$ cat src/rtl/vdp_port_pkg.sv
package vdp_port_pkg;
  localparam int DW   = 8;
  localparam int AW   = 14;
  localparam int NREG = 8;
  localparam int RIW  = $clog2(NREG);
  localparam int HIW  = AW - DW;

  function automatic logic [DW-1:0] reg_reset(input int idx);
    case (idx)
      1:       return 8'hC0;
      3:       return 8'h10;
      4:       return 8'h01;
      5:       return 8'h0A;
      6:       return 8'h02;
      default: return 8'h00;
    endcase
  endfunction

  function automatic logic is_reg_cmd(input logic [DW-1:0] b);
    return b[7:3] == 5'b10000;
  endfunction

  function automatic logic is_addr_cmd(input logic [DW-1:0] b);
    return b[7:6] == 2'b01;
  endfunction

  function automatic logic [AW-1:0] next_addr(input logic [AW-1:0] a);
    return a + 1'b1;
  endfunction
endpackage

$ cat src/rtl/vdp_ctrl_seq.sv
module vdp_ctrl_seq
  import vdp_port_pkg::*;
(
  input  logic           clk,
  input  logic           rst_n,
  input  logic           wr,
  input  logic           sel,
  input  logic [DW-1:0]  din,
  output logic           second_pending,
  output logic           data_evt,
  output logic           reg_wr_evt,
  output logic [RIW-1:0] reg_idx,
  output logic [DW-1:0]  reg_val,
  output logic           addr_ld_evt,
  output logic [AW-1:0]  addr_val
);
  logic          ctl_evt;
  logic [DW-1:0] first_q;

  always_comb begin
    ctl_evt     = wr & sel;
    data_evt    = wr & ~sel;
    reg_wr_evt  = ctl_evt & second_pending & is_reg_cmd(din);
    addr_ld_evt = ctl_evt & second_pending & is_addr_cmd(din);
    reg_idx     = din[RIW-1:0];
    reg_val     = first_q;
    addr_val    = {din[HIW-1:0], first_q};
  end

  always_ff @(posedge clk) begin
    if (!rst_n) begin
      second_pending <= 1'b0;
      first_q        <= '0;
    end else begin
      if (data_evt)     second_pending <= 1'b0;
      else if (ctl_evt) second_pending <= ~second_pending;
      if (ctl_evt && !second_pending) first_q <= din;
    end
  end
endmodule

$ cat src/rtl/vdp_reg_bank.sv
module vdp_reg_bank
  import vdp_port_pkg::*;
(
  input  logic             clk,
  input  logic             rst_n,
  input  logic             wr,
  input  logic [RIW-1:0]   idx,
  input  logic [DW-1:0]    val,
  output logic [NREG*DW-1:0] flat
);
  for (genvar k = 0; k < NREG; k++) begin : g_reg
    logic [DW-1:0] q;
    always_ff @(posedge clk) begin
      if (!rst_n)                      q <= reg_reset(k);
      else if (wr && idx == RIW'(k))   q <= val;
    end
    assign flat[k*DW +: DW] = q;
  end
endmodule

$ cat src/rtl/vdp_addr_unit.sv
module vdp_addr_unit
  import vdp_port_pkg::*;
(
  input  logic          clk,
  input  logic          rst_n,
  input  logic          load,
  input  logic [AW-1:0] load_val,
  input  logic          data_evt,
  input  logic [DW-1:0] din,
  output logic [AW-1:0] cur_addr,
  output logic          we,
  output logic [AW-1:0] addr,
  output logic [DW-1:0] wdata
);
  always_ff @(posedge clk) begin
    if (!rst_n) begin
      cur_addr <= '0;
      we       <= 1'b0;
      addr     <= '0;
      wdata    <= '0;
    end else begin
      we <= data_evt;
      if (load) begin
        cur_addr <= load_val;
      end else if (data_evt) begin
        cur_addr <= next_addr(cur_addr);
        addr     <= cur_addr;
        wdata    <= din;
      end
    end
  end
endmodule

$ cat src/rtl/vdp_cpu_port.sv
module vdp_cpu_port
  import vdp_port_pkg::*;
(
  input  logic        clk,
  input  logic        rst_n,
  input  logic        cpu_wr,
  input  logic        cpu_sel,
  input  logic [7:0]  cpu_data,
  output logic        vram_we,
  output logic [13:0] vram_addr,
  output logic [7:0]  vram_wdata,
  output logic [63:0] regs_flat
);
  logic           second_pending;
  logic           data_evt;
  logic           reg_wr_evt;
  logic [RIW-1:0] reg_idx;
  logic [DW-1:0]  reg_val;
  logic           addr_ld_evt;
  logic [AW-1:0]  addr_val;
  logic [AW-1:0]  cur_addr;

  vdp_ctrl_seq u_seq (
    .clk(clk), .rst_n(rst_n), .wr(cpu_wr), .sel(cpu_sel), .din(cpu_data),
    .second_pending(second_pending), .data_evt(data_evt),
    .reg_wr_evt(reg_wr_evt), .reg_idx(reg_idx), .reg_val(reg_val),
    .addr_ld_evt(addr_ld_evt), .addr_val(addr_val)
  );

  vdp_reg_bank u_regs (
    .clk(clk), .rst_n(rst_n), .wr(reg_wr_evt), .idx(reg_idx),
    .val(reg_val), .flat(regs_flat)
  );

  vdp_addr_unit u_addr (
    .clk(clk), .rst_n(rst_n), .load(addr_ld_evt), .load_val(addr_val),
    .data_evt(data_evt), .din(cpu_data), .cur_addr(cur_addr),
    .we(vram_we), .addr(vram_addr), .wdata(vram_wdata)
  );
endmodule

$ cat config.mk
export PLATFORM = sky130hd
export DESIGN_NAME = vdp_cpu_port
export DESIGN_NICKNAME = d
export VERILOG_FILES = /design/src/rtl/vdp_port_pkg.sv /design/src/rtl/vdp_ctrl_seq.sv /design/src/rtl/vdp_reg_bank.sv /design/src/rtl/vdp_addr_unit.sv /design/src/rtl/vdp_cpu_port.sv
export SDC_FILE = /design/constraint.sdc
export NUM_CORES = 1
export LEC_CHECK = 0
export CORE_ASPECT_RATIO = 1.5
export CORE_MARGIN = 2
export CORE_UTILIZATION = 35
export CTS_CLUSTER_DIAMETER = 80
export DETAILED_ROUTE_END_ITERATION = 10
export GPL_TIMING_DRIVEN = 0
export PLACE_DENSITY = 0.56
export SETUP_SLACK_MARGIN = 0.05
export SYNTH_ARGS = -nofsm -noshare
export SYNTH_HDL_FRONTEND = slang
export SYNTH_SLANG_ARGS = --single-unit
$ cat constraint.sdc
create_clock -name clk -period 2.9 [get_ports clk]
set_input_delay 0.435 -clock clk [delete_from_list [all_inputs] [get_ports clk]]
set_output_delay 0.435 -clock clk [all_outputs]
set_load 0.01 [all_outputs]
==> impl_results.md <==
- Routed length per instance: 16.0 um
- Hold Vio Cnt, Final: 0
- Vias in the first global route: 3686
- Cell depth of the worst flop-to-flop path: 5
- Port Buffers: 95
- Worst-path clk slew: 0.07 ns
- Hold worst-path end: u_regs.g_reg[3].q[0]$_SDFFE_PN0P_
- RSZ-0062 raised after global routing: false
- Setup TNS: 0 ns
- Min-delay src: u_regs.g_reg[3].q[0]$_SDFFE_PN0P_
- First-pass GRT wire length: 19.0 mm
- Worst Tran Pin Value: 0.685 ns
- Initial drt markers: 105
- CTS tree: done
- Die area: 0.0133 mm^2
- Die Ht: 140 um
- Post-Layout Cell Count: 734
- CP Class: input pin to register
- ANT cells: 0
- Combinational power share: under 10%
- H-tree levels: 3
- Routability cong.: 0.835
- End of the worst register-to-register path: u_addr.cur_addr[10]$_SDFFE_PN0P_
- Post-layout minimum cycle time: 2.14 ns
- Crit Path Max Fanout: 10
- Max-Cap Viols: 0
- Switching Fraction: ~22%
- Syn_nets: 483
- Avg Inst Size Synth: 9.21 um^2
- CP Data Arrival Time: 2.40 ns
- Final period utilization: roughly three quarters
- CTS max path bufs: 2
- Die X: ~95 um
- Cts repair resizes: 0
- Ys async rst share: 0%
- Maximum VDD drop: 0.274 mV
- Total CTS buffers: 9
- Hold Path Cell Cnt: 2
- Remaining global-route overflow: 0
- Hold Crit Class: register to register
- RR Startpoint: u_seq.second_pending$_SDFFE_PP0N_
- Initial Util: 36.0%
- CP peak stage delay: 0.64 ns
- Setup crit start kind: input pin
- Drt pass-1 iters: 4
- Register area: approximately 0.0022 mm^2
- FMAX: 468 MHz
- Leakage Power: 0.00212 uW
- Area delta synth->final: 33.6%
- Setup Viol. Count Final: 0
- Ys flop type: dfxtp_1
- HPWL after DPL: between 8 and 9 mm
- # clock sinks: 110
- Status: complete, no violations
- Worst Setup End Kind: register
- Relative slew margins: between 50% and 60%
- Max Slew Vio Count: 0
- Count of buffer and inverter cells on the critical path: 2
- Hold Buf Count CTS: 0
- CTS root buffer: clkbuf_16
- FF-to-FF setup slack: 1.19 ns
- Vias: 3672
- Crit path required time: 3.16 ns
- Synth unique cells: 48
- Worst Clk Skew: 0.00572 ns
- Layout cell share with drive strength beyond 1: 6.20%
- Nets@finish: approximately 590
- Largest net degree at the start of global routing: 18
- Flop pwr share: ~52%
- Row Count: 49
- Critical-path top delay cell: clkdlybuf4s50_1
- Placed cell count: 718
- Sequential area share after synthesis: 50.9%
- Remaining antenna violation count: 0
- P per Cell Area: ~500 mW/mm^2
- Int Pwr: 2300 uW
- Initial antenna violation count: 0
- Cell Area, Synth: ~0.0043 mm^2
- EDFF count, synth: 0
- Fill cell count: 1206
- Clk_lat worst skew: roughly 0.34 ns
- Worst-path cell chain: clkdlybuf4s50_1 > nand3b_1 > nor2_1 > clkbuf_1 > nand2_1 > a31oi_1
- Post-synthesis cell count: 470
- Area of the multi-input gates: 0.00199 mm^2
- Core box area: around 0.012 mm^2
- Family with the most delay on the worst path: buffers and inverters
- P_sw: ~660 uW
- Via/cell ratio: between 5 and 6
- Drt drc: 0
- Register bit total from synthesis: 110
- Ports: 99
- Total power draw: between 2000 and 3000 uW
- All-Layer GR Usage: 18.4%
- Final WL: 11.8 mm
- Synth Warn #: 0
- Setup bufs post-CTS: 0
- Hold slack: between 0.4 and 0.5 ns
- Clk pwr share: around 43%
==> cell usage after synthesis (2+ instances only) <==
library cell | n | area share [%]
a21oi_1 | 34 | 3.9
a22oi_1 | 3 | 0.52
a2bb2oi_1 | 3 | 0.61
a31oi_1 | 5 | 0.72
and3_1 | 4 | 0.58
and4b_1 | 2 | 0.46
buf_2 | 6 | 0.69
buf_4 | 3 | 0.52
clkbuf_1 | 20 | 1.7
dfxtp_1 | 110 | 51
mux2_2 | 2 | 0.52
mux2i_1 | 64 | 15
nand2_1 | 109 | 9.5
nand2b_1 | 2 | 0.29
nand3_1 | 12 | 1.4
nand3b_1 | 3 | 0.52
nand4_1 | 3 | 0.43
nand4_2 | 2 | 0.58
nor2_1 | 33 | 2.9
nor2b_1 | 4 | 0.58
nor4_1 | 3 | 0.43
o21ai_0 | 14 | 1.6
o22ai_1 | 2 | 0.29
or2_2 | 2 | 0.29
or4_1 | 2 | 0.35
==> kinds of logic after synthesis <==
kind of cell	Yosys count	share of synthesized area, %
buf+inv	32	3.21
flops	110	50.9
simple gates	191	20.8
compound gates	68	9.10
mux	66	15.3
fa+ha+maj	1	0.289
xor+xnor	2	0.405
==> final cells by class <==
cell class                      count  share of cell area (%)
Tap cell                          153                    3.31
Buffer                             30                    2.27
Clock buffer                       12                    4.44
Clock inverter                      4                   0.931
Inverter                            2                   0.130
Multi-Input combinational cell    328                    34.4
Sequential cell                   110                    38.1
Timing Repair Buffer               95                    16.4
==> state kept, by name, summed over array words and instances (netlist names) <==
register / cells
u_seq.reg_val: 8
u_addr.addr: 14
u_regs.g.q: 64
u_addr.wdata: 8
u_seq.second_pending: 1
u_addr.we: 1
u_addr.cur_addr: 14
==> worst min-delay path: stages (launching register included) <==
cell and delay, ns:
dfxtp_1 0.31, nand2_1 0.05, o21ai_0 0.06
==> layer usage <==
layer	GRT usage [%]	wire [um]	up-vias
met4	5.95	180	0
met5	0	0	-
li1	-	-	1830
met3	2.96	458	15
met1	22.2	4980	1734
met2	32.7	6160	93
==> power groups by stage <==
stage / sequential (uW) / combinational, uW / clock [uW]
global route: 1550 / 162 / 1350
CTS: 1540 / 148 / 1300
finish: 1540 / 146 / 1270
detailed placement: 1580 / 147 / 0
global placement: 1580 / 147 / 0
floorplan: 1570 / 81.3 / 0
==> how the worst max path moves through the flow <==
stage	startpoint	to	slack, ns	cells after the start
after floorplan	cpu_sel	u_regs.g_reg[6].q[1]$_SDFFE_PN1P_	1.19	5
after global placement	cpu_data[4]	u_regs.g_reg[6].q[7]$_SDFFE_PN0P_	0.39	5
after detailed placement	cpu_data[4]	u_regs.g_reg[6].q[6]$_SDFFE_PN0P_	0.38	5
after CTS	cpu_data[4]	u_regs.g_reg[6].q[6]$_SDFFE_PN0P_	0.74	5
after global routing	cpu_data[4]	u_regs.g_reg[6].q[4]$_SDFFE_PN0P_	0.59	5
final	cpu_data[6]	u_addr.cur_addr[10]$_SDFFE_PN0P_	0.76	6
==> placed cells by master (no fill, tap or decap), drive strengths merged, types with 10 or more instances in the layout <==
| master | netlist | routed |
|---|---|---|
| clkdlybuf4s50 | 0 | 95 |
| nand3 | 13 | 13 |
| dfxtp | 110 | 110 |
| a21oi | 34 | 34 |
| nor2 | 34 | 34 |
| mux2i | 64 | 64 |
| nand2 | 109 | 109 |
| buf | 10 | 10 |
| o21ai | 14 | 14 |
| clkbuf | 20 | 32 |
==> through the flow <==
| step | util (%) | setup WS [ns] | cell area (um^2) |
|---|---|---|---|
| 6_report | 48.1 | 0.762 | 5780 |
| 3_3_place_gp | 45.5 | 0.389 | 5470 |
| 5_1_grt | 48.1 | 0.590 | 5780 |
| 4_1_cts | 48.1 | 0.741 | 5780 |
| 3_5_place_dp | 45.5 | 0.376 | 5470 |
| 2_1_floorplan | - | 1.19 | 4330 |
No activity file was read; power rests on OpenSTA's default activity.
